$ cat src/rtl/tamper_pkg.sv
package tamper_pkg;

   typedef struct packed {
      logic arm;
      logic irq_en;
      logic nopen;
      logic hi;
      logic duty;
   } chan_cfg_t;

endpackage

$ cat src/rtl/tamper_sync.sv
module tamper_sync #(
   parameter int W      = 2,
   parameter int STAGES = 2
) (
   input  logic         clk,
   input  logic         rst_n,
   input  logic [W-1:0] d,
   output logic [W-1:0] q
);

   if (STAGES < 2) begin : g_bad_stages
      $error("tamper_sync: STAGES must be at least 2");
   end
   if (W < 1) begin : g_bad_width
      $error("tamper_sync: W must be at least 1");
   end

   logic [W-1:0] chain [STAGES];

   always_ff @(posedge clk or negedge rst_n) begin
      if (!rst_n) begin
         for (int s = 0; s < STAGES; s++) chain[s] <= '0;
      end else begin
         chain[0] <= d;
         for (int s = 1; s < STAGES; s++) chain[s] <= chain[s-1];
      end
   end

   assign q = chain[STAGES-1];

endmodule

$ cat src/rtl/tamper_window.sv
module tamper_window #(
   parameter int WIN_CYCLES = 50
) (
   input  logic clk,
   input  logic rst_n,
   input  logic tick_1hz,
   output logic win_open
);

   localparam int CW = $clog2(WIN_CYCLES + 1);

   if (WIN_CYCLES < 1) begin : g_bad_win
      $error("tamper_window: WIN_CYCLES must be at least 1");
   end

   logic [CW-1:0] remain;

   always_ff @(posedge clk or negedge rst_n) begin
      if (!rst_n)
         remain <= '0;
      else if (tick_1hz)
         remain <= CW'(WIN_CYCLES);
      else if (remain != '0)
         remain <= remain - 1'b1;
   end

   assign win_open = (remain != '0);

   // a tick always opens the window on the next cycle
   p_win_opens_r7: assert property (@(posedge clk) disable iff (!rst_n)
      tick_1hz |=> win_open);

   // the window never grows without a tick
   p_win_no_grow_r7: assert property (@(posedge clk) disable iff (!rst_n)
      (!tick_1hz && remain != '0) |=> (remain == $past(remain) - 1'b1));

endmodule

$ cat src/rtl/tamper_chan.sv
module tamper_chan
   import tamper_pkg::*;
(
   input  logic      clk,
   input  logic      rst_n,
   input  chan_cfg_t cfg,
   input  logic      pin_s,
   input  logic      win_open,
   input  logic      osc_run,
   input  logic      irq_clr,
   output logic      flag,
   output logic      irq_req
);

   logic at_level;
   logic duty_mode;
   logic looking;
   logic event_now;
   logic clr_req;

   assign at_level  = (pin_s == cfg.hi);
   // sampling applies only to a normally-closed switch with a live oscillator
   assign duty_mode = cfg.duty & ~cfg.nopen & osc_run;
   assign looking   = cfg.arm & ~flag & (~duty_mode | win_open);
   assign event_now = looking & at_level;
   assign clr_req   = irq_clr | ~cfg.irq_en;

   always_ff @(posedge clk or negedge rst_n) begin
      if (!rst_n)
         flag <= 1'b0;
      else if (!cfg.arm)
         flag <= 1'b0;
      else if (event_now)
         flag <= 1'b1;
   end

   always_ff @(posedge clk or negedge rst_n) begin
      if (!rst_n)
         irq_req <= 1'b0;
      else if (clr_req)
         irq_req <= 1'b0;
      else if (event_now)
         irq_req <= 1'b1;
   end

   // disarmed channel holds a clear flag
   p_flag_needs_arm_r3: assert property (@(posedge clk) disable iff (!rst_n)
      !cfg.arm |=> !flag);

   // a set flag persists while armed
   p_flag_sticky_r4: assert property (@(posedge clk) disable iff (!rst_n)
      (flag && cfg.arm) |=> flag);

   // a new request only comes with a new detection
   p_req_with_flag_r5: assert property (@(posedge clk) disable iff (!rst_n)
      $rose(irq_req) |-> $rose(flag));

   // sampled channel stays quiet outside the window
   p_sample_gate_r8: assert property (@(posedge clk) disable iff (!rst_n)
      (cfg.arm && !flag && cfg.duty && !cfg.nopen && osc_run && !win_open) |=> !flag);

endmodule

$ cat src/rtl/tamper_guard.sv
module tamper_guard
   import tamper_pkg::*;
#(
   parameter int NUM_CH      = 2,
   parameter int SYNC_STAGES = 2,
   parameter int WIN_CYCLES  = 50
) (
   input  logic              clk,
   input  logic              rst_n,
   input  logic [NUM_CH-1:0] cfg_arm,
   input  logic [NUM_CH-1:0] cfg_irq_en,
   input  logic [NUM_CH-1:0] cfg_nopen,
   input  logic [NUM_CH-1:0] cfg_hi,
   input  logic [NUM_CH-1:0] cfg_duty,
   input  logic [NUM_CH-1:0] pin_in,
   input  logic              tick_1hz,
   input  logic              osc_run,
   input  logic              flag_rd,
   input  logic              rst_out,
   output logic              win_open,
   output logic [NUM_CH-1:0] tamper_flag,
   output logic              irq_n
);

   if (NUM_CH < 1) begin : g_bad_ch
      $error("tamper_guard: NUM_CH must be at least 1");
   end

   logic [NUM_CH-1:0] pin_s;
   logic [NUM_CH-1:0] req;
   logic              global_clr;

   assign global_clr = flag_rd | rst_out;

   tamper_sync #(.W(NUM_CH), .STAGES(SYNC_STAGES)) i_sync (
      .clk   (clk),
      .rst_n (rst_n),
      .d     (pin_in),
      .q     (pin_s)
   );

   tamper_window #(.WIN_CYCLES(WIN_CYCLES)) i_window (
      .clk      (clk),
      .rst_n    (rst_n),
      .tick_1hz (tick_1hz),
      .win_open (win_open)
   );

   for (genvar c = 0; c < NUM_CH; c++) begin : g_ch
      chan_cfg_t cfg_c;
      assign cfg_c = '{arm:    cfg_arm[c],
                       irq_en: cfg_irq_en[c],
                       nopen:  cfg_nopen[c],
                       hi:     cfg_hi[c],
                       duty:   cfg_duty[c]};
      tamper_chan i_chan (
         .clk      (clk),
         .rst_n    (rst_n),
         .cfg      (cfg_c),
         .pin_s    (pin_s[c]),
         .win_open (win_open),
         .osc_run  (osc_run),
         .irq_clr  (global_clr),
         .flag     (tamper_flag[c]),
         .irq_req  (req[c])
      );
   end

   assign irq_n = ~|(req & cfg_irq_en);

   // a flags read or reset output releases the interrupt
   p_irq_release_r6: assert property (@(posedge clk) disable iff (!rst_n)
      global_clr |=> irq_n);

endmodule

$ cat config.mk
export PLATFORM = sky130hd
export DESIGN_NAME = tamper_guard
export DESIGN_NICKNAME = d
export VERILOG_FILES = /design/src/rtl/tamper_pkg.sv /design/src/rtl/tamper_sync.sv /design/src/rtl/tamper_window.sv /design/src/rtl/tamper_chan.sv /design/src/rtl/tamper_guard.sv
export SDC_FILE = /design/constraint.sdc
export NUM_CORES = 1
export LEC_CHECK = 0
export BUFFER_PORTS_ARGS = -buffer_cell sky130_fd_sc_hd__buf_2
export CAP_MARGIN = 20
export CORE_MARGIN = 2
export CORE_UTILIZATION = 45
export DETAILED_ROUTE_END_ITERATION = 10
export PLACE_DENSITY = 0.69
export SLEW_MARGIN = 20
export SYNTH_ARGS = -nofsm -noshare
export SYNTH_HDL_FRONTEND = slang
export SYNTH_HIERARCHICAL = 1
export SYNTH_SLANG_ARGS = --single-unit
$ cat constraint.sdc
create_clock -name clk -period 4.65 [get_ports clk]
set_clock_uncertainty 0.05 [all_clocks]
set_input_delay 1.1625 -clock clk [delete_from_list [all_inputs] [get_ports clk]]
set_output_delay 1.1625 -clock clk [all_outputs]
set_load 0.02 [all_outputs]
==> flow_summary.ini <==
[timing]
postLayoutSetupSlackWorst_ps = 1460
setup_violations = 0
period_share_pct = 68.6
whs_ps = 309
hold_viol_final = 0
setup_tns_ps = 0
maxSlewViolCount = 0
tightest_slew_ps = 307
rsz0062_at_grt = no
slew_headroom_pct = 79.5
fin_crit_ps = 3190
fmax_ghz = 0.314

[worst_setup_path]
startpoint = i_window/remain[0]
slowest_stage = or3b_2
cp_top_family = simple AND/OR/NAND/NOR gates
worst_path_largest_cell_delay_ps = 490
r2r-start = i_window/remain[0]
cp.depth = 6
worstSetupStartpointType = flip-flop
critPathMostFrequentCell = inv_1
reg2reg_depth = 8
cp_max_fo = 5
path_class = flip-flop to output pin
worst_setup_path_end_kind = output pin
cp.buffers_inverters = 3
critical_path_required_ps = 3440
crit_path_end = win_open
cp.arrival_ps = 1980
reg2reg_slack_ps = 2390
worstPathCellList = inv_1 -> ha_1 -> or3b_2 -> nor3_4 -> inv_1 -> buf_2
reg2reg_to = g_ch[0].i_chan/irq_req

[route]
drc_errors = 0
antenna_left = 0
top_layer = met3
wl_met2_um = 585
wl_met1_um = 524
vias = 533
routed_via_density = 5.38
wl_met3_um = 62
routed_wl_mm = 1.17
first_pass_iters = 4
routedWlPerCell_um = 11.8
drt_iter0_markers = 12

[logic_synthesis]
synth_cell_type_count = 27
synthAdderAreaFrac_pct = 3.66
syn_area_sq_um = 684
synth_xor_xnor_area_share_pct = 3.84
synth_top_family_by_area = simple AND/OR/NAND/NOR gates
async_flop_share_pct = 100
seq_area_frac_synth_pct = 51.2
syn_area_per_cell_sq_um = 11.2
synthCells = 61
synth_top_area_share_pct = 51.2
ys_seq_elements = 14
synthSimpleGateAreaFrac_pct = 24.1
synthTopCellsByCount = dfrtp_1 (14), inv_1 (5), nor2_1 (4)
ys_top_cells_by_area = dfrtp_1 (51%), xnor2_1 (3.8%), ha_1 (3.7%), nand4bb_1 (3.3%), nor3b_1 (3.3%)
syn-num-nets = 81
yosysTopAreaCell = dfrtp_1
synth-compound-area-share_pct = 8.59
synth-edff-count = 0
synth_ff_type = dfrtp_1
yosysMostFrequentCell = dfrtp_1
synth_warnings = 6
synth_mux_area_share_pct = 3.11

[global_route]
grt_pass1_wl_mm = 2.07
antenna_found_initial = 0
gr-total-overflow = 0
grt_usage_pct = 15.5
grt_max_degree = 15
grt_pass1_vias = 477

[pwr]
leakage_nw = 0.368
cellPowerDensity_nw_per_um2 = 320
power_uw = 264
ir_worst_vdd_mv = 0.173

[cells_and_area]
antennaDiodeCount = 0
fillers = 135
area_growth_pct = 20.8
final_area_sq_um = 827
instances_no_fill = 99
drive_gt1_share_pct = 34.9
multi_input_area_sq_um = 297
finalNetCount = 104
regArea_sq_um = 350
postLayoutCoreUtil_pct = 56.2

[clocking]
post_cts_resized = 0
cts_max_path_buffers = 2
cts-htree-levels = 1
post_cts_buffers = 0
postCtsHoldBufs = 0
clk_pin_slew_ps = 80
cts_tree = done
clk_latency_ps = 270
root_buffer = clkbuf_4
clkSinkCount = 14
cts_made_buffers = 3

[floorplan]
ios = 22
die_h_um = 43
die_w_um = 43
core.rowCount = 14
coreArea_sq_um = 1470
fp.dieArea_sq_um = 1850
start_util_pct = 46.5

[flow_run]
drv_cap = 0

[placement]
numPortBuffers = 21
dpl_cell_area_sq_um = 791
gp_congestion = 0.790
dp_hpwl_um = 905
pre_cts_slack_ps = 1760
place_inst = 95

[outcome]
status = completed

[worst_hold_path]
hold_class = flip-flop to flip-flop
area by class of cell:
cell class / count / area share [%]
repair buffers: 21 / 12.7
inverters: 5 / 2.27
flip-flops and latches: 14 / 42.4
multi-input cells: 39 / 35.9
clock buffers: 4 / 4.39
well taps: 16 / 2.42
worst min-delay path by stage:
stage	start	cells past startpoint	to
2_1_floorplan	i_sync/chain[2]	0	i_sync/q[0]
3_3_place_gp	i_sync/chain[2]	0	i_sync/q[0]
3_5_place_dp	i_sync/chain[3]	0	i_sync/q[1]
4_1_cts	i_sync/chain[3]	0	i_sync/q[1]
5_1_grt	i_sync/chain[2]	0	i_sync/q[0]
6_report	i_sync/chain[3]	0	i_sync/q[1]
metal layers:
metal	global-route usage, %	vias up
met2	23.0	21
met5	0	-
li1	-	256
met4	9.09	0
met1	20.4	256
met3	3.83	0
flip-flops by register name, summed over array words and instances, names as in the netlist:
signal / flops
i_sync/chain: 2
i_sync/q: 2
g_ch.i_chan/irq_req: 2
g_ch.i_chan/flag: 2
i_window/remain: 6
power breakdown:
part	internal (mW)	leakage, nW	switching [mW]
registers	0.130	0.168	0.00885
clock network	0.0476	0.0210	0.0389
logic	0.0197	0.180	0.0188
total	0.198	0.368	0.0666
cell families after synthesis:
family	count (synthesis)
AO/OA/AOI/OAI	9
XOR/XNOR	3
adder cells (fa/ha/maj)	2
buffers and inverters	8
flip-flops	14
multiplexers	2
AND/OR/NAND/NOR	23
placed cells by master, fill, tap and decap left out, drive strengths merged:
cell	netlist	layout
or2	1	1
ha	2	2
nor2	4	4
buf	2	21
dfrtp	14	14
a21oi	2	2
nand4bb	2	2
mux2	1	1
nand3	1	1
nand3b	1	1
nor3	2	2
a22oi	1	1
mux2i	1	1
inv	5	5
a41oi	2	2
o22ai	1	1
or3b	2	2
xnor2	3	3
o21ai	2	2
nor2b	3	3
clkbuf	1	4
or2b	1	1
o21bai	1	1
nand2b	1	1
nor3b	3	3
or4	2	2
No activity file was read; power rests on OpenSTA's default activity.
